**src/rtl/rxdma_pkg.sv**
```systemverilog
package rxdma_pkg;

    typedef enum logic [1:0] {
        ST_IDLE    = 2'd0,
        ST_COLLECT = 2'd1,
        ST_STREAM  = 2'd2,
        ST_DRAIN   = 2'd3
    } rx_state_e;

    localparam logic [1:0] WM_CODE_RESET = 2'b10;
    localparam logic [1:0] WM_CODE_RSVD  = 2'b11;

endpackage

```
**src/rtl/rxdma_wmark_reg.sv**
```systemverilog
module rxdma_wmark_reg
    import rxdma_pkg::*;
(
    input  logic       clk,
    input  logic       rst_n,
    input  logic       soft_rst,
    input  logic       stop,
    input  logic       wr_en,
    input  logic [1:0] wr_data,
    output logic [1:0] field
);

    logic wr_take;

    assign wr_take = stop && wr_en && (wr_data != WM_CODE_RSVD);

    always_ff @(posedge clk or negedge rst_n) begin
        if (!rst_n) begin
            field <= WM_CODE_RESET;
        end else if (soft_rst) begin
            field <= WM_CODE_RESET;
        end else if (wr_take) begin
            field <= wr_data;
        end
    end

    // a closed port leaves the field alone
    a_r3_closed_port_holds: assert property (@(posedge clk) disable iff (!rst_n || soft_rst)
        !stop |=> $stable(field));

    // reserved code never lands
    a_r8_reserved_ignored: assert property (@(posedge clk) disable iff (!rst_n || soft_rst)
        (wr_en && wr_data == WM_CODE_RSVD) |=> $stable(field));

    // field never holds the reserved code
    a_r8_never_reserved: assert property (@(posedge clk) disable iff (!rst_n)
        field != WM_CODE_RSVD);

endmodule

```
**src/rtl/rxdma_frame_cnt.sv**
```systemverilog
module rxdma_frame_cnt #(
    parameter int MIN_BYTES = 64,
    localparam int CNT_W    = $clog2(MIN_BYTES + 1)
) (
    input  logic clk,
    input  logic rst_n,
    input  logic soft_rst,
    input  logic byte_in,
    input  logic frame_end,
    output logic min_met,
    output logic total_met
);

    logic [CNT_W-1:0] cnt;
    logic [CNT_W:0]   cnt_plus;

    assign cnt_plus  = {1'b0, cnt} + {{CNT_W{1'b0}}, byte_in};
    assign min_met   = (cnt >= CNT_W'(MIN_BYTES));
    assign total_met = (cnt_plus >= (CNT_W+1)'(MIN_BYTES));

    always_ff @(posedge clk or negedge rst_n) begin
        if (!rst_n) begin
            cnt <= '0;
        end else if (soft_rst || frame_end) begin
            cnt <= '0;
        end else if (byte_in && !min_met) begin
            cnt <= cnt + 1'b1;
        end
    end

    // count saturates at the runt limit
    a_r4_count_bounded: assert property (@(posedge clk) disable iff (!rst_n)
        cnt <= CNT_W'(MIN_BYTES));

    // every frame end restarts the count
    a_r7_count_clears: assert property (@(posedge clk) disable iff (!rst_n)
        frame_end |=> (cnt == '0));

endmodule

```
**src/rtl/rxdma_req_fsm.sv**
```systemverilog
module rxdma_req_fsm
    import rxdma_pkg::*;
#(
    parameter int LVL_W   = 8,
    parameter int WM_BASE = 16,
    localparam int THR_W  = $clog2(WM_BASE * 4 + 1),
    localparam int CMP_W  = ((LVL_W > THR_W) ? LVL_W : THR_W) + 1
) (
    input  logic             clk,
    input  logic             rst_n,
    input  logic             soft_rst,
    input  logic [1:0]       wm_code,
    input  logic             runt_accept,
    input  logic             byte_in,
    input  logic             frame_end,
    input  logic             frame_ok,
    input  logic             min_met,
    input  logic             total_met,
    input  logic [LVL_W-1:0] fifo_level,
    output logic             dma_req
);

    rx_state_e state, state_nx;

    logic [CMP_W-1:0] lvl_ext;
    logic [CMP_W-1:0] thr_ext;
    logic             at_thr;
    logic             gate_open;
    logic             end_accept;
    logic             fifo_empty;

    assign lvl_ext    = CMP_W'(fifo_level);
    assign thr_ext    = CMP_W'(WM_BASE) << wm_code;
    assign at_thr     = (lvl_ext >= thr_ext);
    assign gate_open  = min_met || runt_accept;
    assign end_accept = frame_ok && (total_met || runt_accept);
    assign fifo_empty = (fifo_level == '0);

    always_comb begin
        state_nx = state;
        unique case (state)
            ST_IDLE: begin
                if (byte_in && frame_end) begin
                    state_nx = end_accept ? ST_DRAIN : ST_IDLE;
                end else if (byte_in) begin
                    state_nx = ST_COLLECT;
                end
            end
            ST_COLLECT: begin
                if (frame_end) begin
                    state_nx = end_accept ? ST_DRAIN : ST_IDLE;
                end else if (gate_open && at_thr) begin
                    state_nx = ST_STREAM;
                end
            end
            ST_STREAM: begin
                if (frame_end) begin
                    state_nx = frame_ok ? ST_DRAIN : ST_IDLE;
                end else if (!at_thr) begin
                    state_nx = ST_COLLECT;
                end
            end
            ST_DRAIN: begin
                if (fifo_empty) begin
                    state_nx = ST_IDLE;
                end
            end
        endcase
    end

    always_ff @(posedge clk or negedge rst_n) begin
        if (!rst_n) begin
            state <= ST_IDLE;
        end else if (soft_rst) begin
            state <= ST_IDLE;
        end else begin
            state <= state_nx;
        end
    end

    always_comb begin
        dma_req = 1'b0;
        unique case (state)
            ST_IDLE:    dma_req = 1'b0;
            ST_COLLECT: dma_req = 1'b0;
            ST_STREAM:  dma_req = 1'b1;
            ST_DRAIN:   dma_req = 1'b1;
        endcase
    end

    // streaming begins only through an open gate
    a_r4_gate_before_stream: assert property (@(posedge clk) disable iff (!rst_n)
        (state == ST_STREAM && $past(state) == ST_COLLECT) |-> $past(min_met || runt_accept));

    // an errored end drops the request
    a_r7_bad_end_drops: assert property (@(posedge clk) disable iff (!rst_n || soft_rst)
        (frame_end && !frame_ok && state != ST_DRAIN) |=> !dma_req);

    // an empty FIFO ends the drain
    a_r10_drain_exit: assert property (@(posedge clk) disable iff (!rst_n || soft_rst)
        (state == ST_DRAIN && fifo_empty) |=> (state == ST_IDLE));

    // drain holds while data remains
    a_r10_drain_holds: assert property (@(posedge clk) disable iff (!rst_n || soft_rst)
        (state == ST_DRAIN && !fifo_empty) |=> dma_req);

endmodule

```
**src/rtl/rxdma_req_ctrl.sv**
```systemverilog
module rxdma_req_ctrl #(
    parameter int LVL_W     = 8,
    parameter int MIN_BYTES = 64,
    parameter int WM_BASE   = 16
) (
    input  logic             clk,
    input  logic             rst_n,
    input  logic             soft_rst,
    input  logic             stop,
    input  logic             cfg_wr_en,
    input  logic [1:0]       cfg_wr_data,
    output logic [1:0]       cfg_rd_data,
    input  logic             runt_accept,
    input  logic             byte_in,
    input  logic             frame_end,
    input  logic             frame_ok,
    input  logic [LVL_W-1:0] fifo_level,
    output logic             dma_req
);

    logic [1:0] wm_code;
    logic       min_met;
    logic       total_met;

    rxdma_wmark_reg u_wmark (
        .clk      (clk),
        .rst_n    (rst_n),
        .soft_rst (soft_rst),
        .stop     (stop),
        .wr_en    (cfg_wr_en),
        .wr_data  (cfg_wr_data),
        .field    (wm_code)
    );

    rxdma_frame_cnt #(
        .MIN_BYTES (MIN_BYTES)
    ) u_cnt (
        .clk       (clk),
        .rst_n     (rst_n),
        .soft_rst  (soft_rst),
        .byte_in   (byte_in),
        .frame_end (frame_end),
        .min_met   (min_met),
        .total_met (total_met)
    );

    rxdma_req_fsm #(
        .LVL_W   (LVL_W),
        .WM_BASE (WM_BASE)
    ) u_fsm (
        .clk         (clk),
        .rst_n       (rst_n),
        .soft_rst    (soft_rst),
        .wm_code     (wm_code),
        .runt_accept (runt_accept),
        .byte_in     (byte_in),
        .frame_end   (frame_end),
        .frame_ok    (frame_ok),
        .min_met     (min_met),
        .total_met   (total_met),
        .fifo_level  (fifo_level),
        .dma_req     (dma_req)
    );

    assign cfg_rd_data = stop ? wm_code : 2'b00;

    // readback is silent while the port is closed
    a_r3_closed_readback: assert property (@(posedge clk) disable iff (!rst_n)
        !stop |-> (cfg_rd_data == 2'b00));

endmodule

```
**config.mk**
```make
export PLATFORM = sky130hd
export DESIGN_NAME = rxdma_req_ctrl
export DESIGN_NICKNAME = d
export VERILOG_FILES = /design/src/rtl/rxdma_pkg.sv /design/src/rtl/rxdma_wmark_reg.sv /design/src/rtl/rxdma_frame_cnt.sv /design/src/rtl/rxdma_req_fsm.sv /design/src/rtl/rxdma_req_ctrl.sv
export SDC_FILE = /design/constraint.sdc
export NUM_CORES = 1
export LEC_CHECK = 0
export ABC_AREA = 0
export BUFFER_PORTS_ARGS = -buffer_cell sky130_fd_sc_hd__clkbuf_2
export CORE_AREA = 2 2 51 53
export CTS_CLUSTER_SIZE = 14
export DETAILED_ROUTE_END_ITERATION = 8
export DIE_AREA = 0 0 53 55
export GPL_ROUTABILITY_DRIVEN = 0
export SYNTH_ARGS = -nofsm -noshare
export SYNTH_HDL_FRONTEND = slang
export SYNTH_HIERARCHICAL = 1
export SYNTH_SLANG_ARGS = --single-unit
```
**constraint.sdc**
```tcl
create_clock -name clk -period 2.58 [get_ports clk]
set_clock_uncertainty 0.15 [all_clocks]
set_input_delay 0.516 -clock clk [delete_from_list [all_inputs] [get_ports clk]]
set_output_delay 0.516 -clock clk [all_outputs]
set_load 0.05 [all_outputs]
```
== Word level (Yosys, flattened, before mapping) ==
Cells that the tools add are included.
Operators by class
  $add $sub $neg: 2
  $lt $le $gt $ge: 3
  equality and inequality tests: 8
  shift operators: 1
  multiplexer cells: 17
  reduce and logical (&&, ||, !) cells: 17
Operator list (number)
  $mux 2: 13
  $mux 7: 2
  $ge 8x9->1: 1
  $shl 5x2->9 const A: 1
  $add 7x1->8: 1
  $ge 8x7->1 const B: 1
  $logic_not 8->1: 1
  $ne 4x3->1 const B: 2
  $pmux 2 s4: 1
  $add 7x1->7 const B: 1
  $ge 7x7->1 const B: 1
  $logic_and 1x1->1: 6
  $eq 2x2->1 const B: 2
  $ne 4x4->1 const B: 1
  $reduce_and 4->1: 1
  $reduce_bool 2->1: 2
  $reduce_or 2->1: 2
  $logic_or 1x1->1: 3
  $ne 3x2->1 const B: 1
  $eq 2x1->1 const B: 1
  $logic_not 2->1: 1
  $ne 2x2->1 const B: 1
  $pmux 1 s2: 1
  $logic_not 1->1: 1
Storage, ports and cells
  register bits after elaboration: 11
  input bits: 19
  output and inout bits: 3
  logic and storage cells: 51

== Depth between registers and ports, before layout ==
Gate-level depths: netlist of the first run.
  word-level depth: 8
  depth in mapped cells: 8
  mapped depth without buffers: 8

== Hierarchy ==
Netlist of the first run, hierarchy kept.
By module, submodules not included
  rxdma_frame_cnt: instances 1, cells an instance 43, area each 425.4 µm², seq. area each 175.2 µm²
  rxdma_req_fsm: instances 1, cells an instance 48, area each 376.6 µm², seq. area each 50.0 µm²
  rxdma_wmark_reg: instances 1, cells an instance 8, area each 98.8 µm², seq. area each 51.3 µm²
  rxdma_req_ctrl: instances 1, cells an instance 2, area each 12.5 µm², seq. area each 0.0 µm²

== Least setup slack after synthesis of the first run ==
OpenSTA, ideal clock, no wires.
  path type: input -> register
  from: in byte_in
  to: reg u_fsm.state[0]
  library setup time: 126 ps
  arrival time: 1724 ps
  data required time: 2304 ps
  path slack: 580 ps
  stages: 7
  path buffers: 0
  cells stage by stage: ha_1 ha_1 a21oi_1 a31oi_1 o21ai_0 a41oi_1 a311o_1
Between the ends
  cells in the longest elaborated chain, start to end: 8
  elaborated cells on any way between the ends: 12
  those cells by class: 1 x add/sub; 1 x order compare; 1 x eq/ne; 5 x mux; 4 x reduce/logical
RTL lines
  start, declared: RTL line rxdma_req_ctrl.sv:14  | input logic byte_in,
  $add 7x1->8 *: RTL line rxdma_frame_cnt.sv:17  | assign cnt_plus = {1'b0, cnt} + {{CNT_W{1'b0}}, byte_in};
  $ge 8x7->1 *: RTL line rxdma_frame_cnt.sv:19  | assign total_met = (cnt_plus >= (CNT_W+1)'(MIN_BYTES));
  via total_met: RTL line rxdma_req_ctrl.sv:23  | logic total_met;
  $logic_or 1x1->1 *: RTL line rxdma_req_fsm.sv:36  | assign end_accept = frame_ok && (total_met || runt_accept);
  $logic_and 1x1->1 *: RTL line rxdma_req_fsm.sv:36
  $mux 2 *: RTL line rxdma_req_fsm.sv:44, rxdma_req_fsm.sv:51
  $mux 2 (on tied branches): RTL line rxdma_req_fsm.sv:50, rxdma_req_fsm.sv:43
  $pmux 2 s4 *: RTL line rxdma_req_fsm.sv:41  | unique case (state)
  $mux 2 *: RTL line rxdma_req_fsm.sv:74  | end else if (soft_rst) begin
  end signal, assigned: RTL line rxdma_req_fsm.sv:77  | state <= state_nx;
  end, declared: RTL line rxdma_req_fsm.sv:23  | rx_state_e state, state_nx;
The timed path passes the listed nets; every way through them passes the cells marked *.
A chain may end at the register's enable or synchronous reset.

== Worst setup path in the final report of the first run ==
  from: reg u_cnt.cnt[0]
  to: reg u_fsm.state[0]
Between the ends
  cells in the longest elaborated chain, start to end: 8
  elaborated cells on any way between the ends: 14
  those cells by class: 1 x add/sub; 2 x order compare; 1 x eq/ne; 5 x mux; 5 x reduce/logical
RTL lines
  start, declared: RTL line rxdma_frame_cnt.sv:14  | logic [CNT_W-1:0] cnt;
  start signal, assigned: RTL line rxdma_frame_cnt.sv:27  | cnt <= cnt + 1'b1;
  $add 7x1->8 *: RTL line rxdma_frame_cnt.sv:17
  $ge 8x7->1 *: RTL line rxdma_frame_cnt.sv:19
  via total_met: RTL line rxdma_req_ctrl.sv:23
  $logic_or 1x1->1 *: RTL line rxdma_req_fsm.sv:36
  $logic_and 1x1->1 *: RTL line rxdma_req_fsm.sv:36
  $mux 2 *: RTL line rxdma_req_fsm.sv:44, rxdma_req_fsm.sv:51
  $mux 2 (on tied branches): RTL line rxdma_req_fsm.sv:50, rxdma_req_fsm.sv:43
  $pmux 2 s4 *: RTL line rxdma_req_fsm.sv:41
  $mux 2 *: RTL line rxdma_req_fsm.sv:74
Marks and branches as above.

==> results.ini, run 1 <==
[timing]
fmax_ghz = 0.477
finalSetupViolCount = 0
slew_viol_final = 0
fin_crit_sh_pct = 81.3
hold_viol = 0
min_period_ns = 2.10
tightest_slew_ns = 0.380
maxSlewHeadroom_pct = 74.4
rsz0062_at_grt = false
setup_slack_ns = 0.483
setup_tns_ns = 0

[floorplanning]
start_util_pct = 38.6
num_rows = 18
die_w_um = 53
fp.dieH_um = 55
coreArea_um2 = 2360
ios = 22
dieArea_um2 = 2920

[cts]
ctsRootBufferMaster = clkbuf_4
ctsHoldBuffers = 1
clockBufferDepth = 2
clkTransAtPathRegs_ns = 0.07
clk-insertion-delay-late_ns = 0.26
cts_buffers = 3
cts.sinks = 11
post_cts_buffers = 0
tritoncts = done
cts_resized = 0
htreeDepth = 1

[global_routing]
grt_start_max_net_pins = 12
globalRouteTotalUtil_pct = 13.5
grt.overflow.total = 0
grt_pass1_wl_um = 2840
grt_antenna_before_repair = 0
grt_pass1_vias = 683

[drt]
drc = 0
drt_first_pass_iters = 4
wl_per_cell_um = 12.0
drtIter0Drc = 5
viasPerCell = 5.38
ant_nets = 0
wirelength_um = 1830
vias = 817

[cells_and_area]
fillers = 247
drive_gt1_share_pct = 25.4
antenna-diode-count = 0
multi_input_area_um2 = 581
area_delta_synth_final_pct = 15.5
regArea_um2 = 277
fin_nets = 150

[critical_path]
cp_common_cell = ha_1
cp_top_family = compound AO/OA/AOI/OAI gates
startpoint_type = flop
cp.required_ns = 2.57
max_stage_delay_ns = 0.45
path_cells = ha_1 -> ha_1 -> a21oi_1 -> a31oi_1 -> o21ai_0 -> a41oi_1 -> a311o_1
crit_fanout = 5
path_buf_inv = 0
end_kind = flop
arrival_ns = 2.09
critPathSlowestCell = dfrtp_1
worstSetupPathType = reg -> reg

[power]
p_sw_w = 0.000192
pwr-share-comb_pct = 34.5
p_leak_nw = 0.509
powerDensity_nw_per_um2 = 494
vdd.ir_drop.worst_mv = 0.225
swShare_pct = 36.9
seqPwrFrac_pct = 43.6
p_int_w = 0.000329
p_clk_share_pct = 21.9

[synth]
ys_warn_count = 6
synth_cells = 101
synthesis.area_um2 = 913
synth_seq_area_share_pct = 30.3
ys_ff_latch = 11
synth_fp_nets = 128
synthDistinctLibCells = 41
synth_area_per_cell_um2 = 9.04

[place]
place_ws_ns = 0.263
hpwlAfterDp_um = 1480
numPortBuffers = 21

[flow_run]
maxCapViolCount = 0

[hold_path]
hp-class = in -> reg

[outcome]
status = completed

[layer usage]
metal | up-vias | global-route usage, % | part of all wire, %
li1 | 411 | - | -
met1 | 391 | 16.4 | 47
met2 | 15 | 23.1 | 49
met3 | 0 | 2.42 | 3.8
met4 | 0 | 6.41 | 0
met5 | - | 0 | 0
[sequential cells by signal, indices dropped and copies added, names as in the netlist]
register and cells:
u_cnt/cnt 7, u_wmark/field 2, u_fsm/state 2
[worst paths after layout]
path / end / slack (ns) / start / cells after the start
setup / recovery: u_fsm/state[0]$_DFFE_PN0P_ / 0.48 / u_cnt/cnt[0]$_DFFE_PN0P_ / 7
hold / removal: u_wmark/field[0]$_DFFE_PN0P_ / 0.40 / soft_rst / 2
setup reg to reg: u_fsm/state[0]$_DFFE_PN0P_ / 0.48 / u_cnt/cnt[0]$_DFFE_PN0P_ / 7
hold reg to reg: u_cnt/cnt[5]$_DFFE_PN0P_ / 0.41 / u_cnt/cnt[5]$_DFFE_PN0P_ / 2
max in group asynchronous: u_wmark/field[1]$_DFFE_PN1P_ / 1.50 / rst_n / 2
min in group asynchronous: u_cnt/cnt[3]$_DFFE_PN0P_ / 0.50 / rst_n / 2
[cell type report]
class	instances	share of cell area, %
Inverter	5	1.78
Tap cell	30	3.56
Timing Repair Buffer	22	10.9
Multi-Input combinational cell	80	55.0
Clock buffer	4	2.49
Sequential cell	11	26.2
[per-stage QoR]
stage          power (W)  area (um2)  hold slack [ns]  util (%)  cells
3_5_place_dp    0.000409        1020            0.258      43.1    147
6_report        0.000521        1050            0.397      44.6    152
3_3_place_gp    0.000407        1020            0.254      43.1    147
5_1_grt         0.000563        1050            0.401      44.6    152
4_1_cts         0.000526        1050            0.392      44.6    152
2_1_floorplan   0.000378         913           0.0704         -    101
[cell usage in the layout (no fill, tap or decap), types with 2 or more instances in the layout]
| cell type | synthesis | final |
|---|---|---|
| a21boi_0 | 2 | 2 |
| a21oi_1 | 9 | 9 |
| a31oi_1 | 3 | 3 |
| and2_1 | 2 | 2 |
| clkbuf_2 | 0 | 21 |
| clkbuf_4 | 0 | 3 |
| dfrtp_1 | 10 | 10 |
| ha_1 | 8 | 8 |
| inv_1 | 5 | 5 |
| nand2_1 | 6 | 6 |
| nand2b_1 | 3 | 3 |
| nand3_1 | 3 | 3 |
| nand3b_1 | 2 | 2 |
| nor2_1 | 6 | 6 |
| nor4_1 | 3 | 3 |
| o211ai_1 | 2 | 2 |
| o21ai_0 | 6 | 6 |
| o21bai_1 | 2 | 2 |
| or2_2 | 2 | 2 |
| or3_1 | 3 | 3 |
| xnor2_1 | 2 | 2 |
[cell usage after synthesis]
cell type,number,area (um2)
nand3_1,3,15.0
nand4b_4,1,23.8
nand3b_1,2,15.0
or2_0,1,6.26
buf_4,1,7.51
inv_1,5,18.8
a31oi_1,3,18.8
nor4_1,3,18.8
mux2i_1,1,10.0
nand2b_1,3,18.8
o21a_1,1,7.51
dfrtp_1,10,250
nor2_1,6,22.5
o211ai_1,2,15.0
a211oi_2,1,12.5
a21boi_0,2,15.0
dfstp_2,1,26.3
o21ai_0,6,30.0
nand2_1,6,22.5
o22a_1,1,8.76
or2_2,2,12.5
and2_1,2,12.5
and3b_1,1,8.76
nor4b_4,1,23.8
or3_1,3,18.8
a21o_1,1,7.51
a41oi_1,1,8.76
dlygate4sd3_1,1,10.0
a21oi_1,9,45.0
buf_2,1,5.00
and3_1,1,6.26
buf_6,1,11.3
a311o_1,1,10.0
xnor2_1,2,17.5
o21bai_1,2,15.0
and4_1,1,8.76
and2b_1,1,7.51
and2b_2,1,8.76
clkbuf_1,1,3.75
a311oi_1,1,8.76
ha_1,8,100
[kinds of logic (layout without fill, tap and decap cells)]
group,after synthesis,in the layout,synth area share (%)
buf+inv,10,31,6.16
xor+xnor,2,2,1.92
mux,1,1,1.10
fa+ha+maj,8,8,11.0
flops,11,11,30.3
simple gates,38,38,27.4
compound gates,31,31,22.2
[power groups by stage]
stage | Sequential, W | Combinational (W) | Clock, W
finish | 0.000227 | 0.000180 | 0.000114
detailed placement | 0.000230 | 0.000180 | 0
CTS | 0.000227 | 0.000181 | 0.000118
global route | 0.000231 | 0.000201 | 0.000131
global placement | 0.000231 | 0.000176 | 0
floorplan | 0.000213 | 0.000165 | 0
No activity file was read; power rests on OpenSTA's default activity.
==> inputs of run 2 (changes only) <==
Clock period 2.58 ns to 2 ns, I/O delays scaled along.
==> results.ini, run 2 (synthesis results as in run 1) <==
[timing]
hold_viol = 0
slew_viol_final = 0
whs_ns = 0.309
fin_crit_sh_pct = 100
setup_slack_ns = -0.000527
setup_tns_ns = -0.000527
tightest_slew_ns = 0.453
fmax_ghz = 0.500
finalSetupViolCount = 1
min_period_ns = 2.00
maxSlewHeadroom_pct = 69.5

[place]
hpwlAfterDp_um = 1500
place_area_um2 = 1060
numPortBuffers = 21

[cells_and_area]
antenna-diode-count = 0
utilization_pct = 49.0
postLayoutCellArea_um2 = 1160
fillers = 245
final_cell_mix = 21 x clkbuf_2, 10 x dfrtp_1, 8 x a21oi_1
fin_nets = 157
final_common_cell = clkbuf_2
largest_registers = u_cnt/cnt x7, u_fsm/state x2, u_wmark/field x2
regMostFlops = u_cnt/cnt
drive_gt1_share_pct = 37.2
area_delta_synth_final_pct = 26.8
largest_reg_flops = 7

[global_routing]
grt_pass1_wl_um = 3130
globalRouteTotalUtil_pct = 14.7
grt_antenna_before_repair = 0
grt_pass1_vias = 737
grt_start_max_net_pins = 12
grt.overflow.total = 0

[floorplanning]
start_util_pct = 38.6
fp.dieH_um = 55
num_rows = 18
dieArea_um2 = 2920
ios = 22
coreArea_um2 = 2360
die_w_um = 53

[cts]
ctsRootBufferMaster = clkbuf_4
htreeDepth = 1
clkTransAtPathRegs_ns = 0.08
clk-insertion-delay-late_ns = 0.26
clockBufferDepth = 2
tritoncts = done
cts.sinks = 11
cts_buffers = 3

[drt]
vias = 840
drc = 0
drtIter0Drc = 15
wl_per_cell_um = 12.9
viasPerCell = 5.28
wirelength_um = 2060
ant_nets = 0
drt_first_pass_iters = 3

[power]
vdd.ir_drop.worst_mv = 0.347
powerDensity_nw_per_um2 = 614
p_leak_nw = 0.548
total_power_w = 0.000711

[outcome]
violations = setup timing
status = finished with violations

[critical_path]
crit_fanout = 2
cp.required_ns = 2.00
worstSetupPathType = reg -> reg
startpoint_type = flop
arrival_ns = 2.00
end_kind = flop

[flow_run]
maxCapViolCount = 0

[hold_path]
hp-class = in -> reg

-- run 2: cell types whose count changed in the layout (fill, tap and decap cells not counted), sizes merged --
cell    delta
clkinv     +1
clkbuf     -1
buf        +7
-- run 2: worst max-delay path, cell delays in order (launching register included) --
cell      delay, ns
dfrtp_1        0.40
ha_2           0.22
a21boi_0       0.24
a31oi_2        0.15
o21ai_2        0.21
a41oi_2        0.15
a311o_1        0.36
-- run 2: timing repair --
action / CTS / global route
endpoints found under the hold margin: 10 / 0
setup buffers: 0 / 2
endpoints found under the setup margin: 1 / 2
pin swaps: 0 / 5
hold buffers: 1 / 0
resized for setup: 1 / 10
-- run 2: per-layer routing --
layer / up-vias / share of wire, % / track usage (%)
met5: - / 0 / 0
met3: 2 / 3.2 / 2.42
met2: 11 / 52 / 25.4
met1: 404 / 44 / 18.6
met4: 0 / 0.58 / 5.13
li1: 423 / - / -
-- run 2: worst paths after layout --
| kind | start | endpoint | slack [ns] | depth (start not counted) |
|---|---|---|---|---|
| max | u_cnt/cnt[0]$_DFFE_PN0P_ | u_fsm/state[0]$_DFFE_PN0P_ | -0.0005 | 6 |
| min in group asynchronous | rst_n | u_cnt/cnt[5]$_DFFE_PN0P_ | 0.39 | 2 |
| min | soft_rst | u_wmark/field[0]$_DFFE_PN0P_ | 0.31 | 2 |
| max in group asynchronous | rst_n | u_wmark/field[1]$_DFFE_PN1P_ | 1.03 | 2 |
| min reg2reg | u_cnt/cnt[5]$_DFFE_PN0P_ | u_cnt/cnt[5]$_DFFE_PN0P_ | 0.40 | 2 |
| max reg2reg | u_cnt/cnt[0]$_DFFE_PN0P_ | u_fsm/state[0]$_DFFE_PN0P_ | -0.0005 | 6 |
-- run 2: power breakdown --
part	switching [W]	internal, W
registers	0.0000470	0.000244
logic	0.000150	0.000120
clock network	0.0000767	0.0000738
-- run 2: cell type report --
class / count / area [um2] / area share, %
clock buffers: 3 / 22.5 / 1.94
clock inverters: 1 / 5.00 / 0.432
inverters: 5 / 18.8 / 1.62
multi-input cells: 80 / 631 / 54.4
flip-flops and latches: 11 / 277 / 23.9
well taps: 30 / 37.5 / 3.24
repair buffers: 29 / 168 / 14.5
-- run 2: through the flow --
stage / instances / setup slack (ns)
2_1_floorplan: 101 / 0.0643
3_3_place_gp: 152 / -0.0605
3_5_place_dp: 152 / -0.122
4_1_cts: 157 / 0.0392
5_1_grt: 159 / -0.0517
6_report: 159 / -0.000527
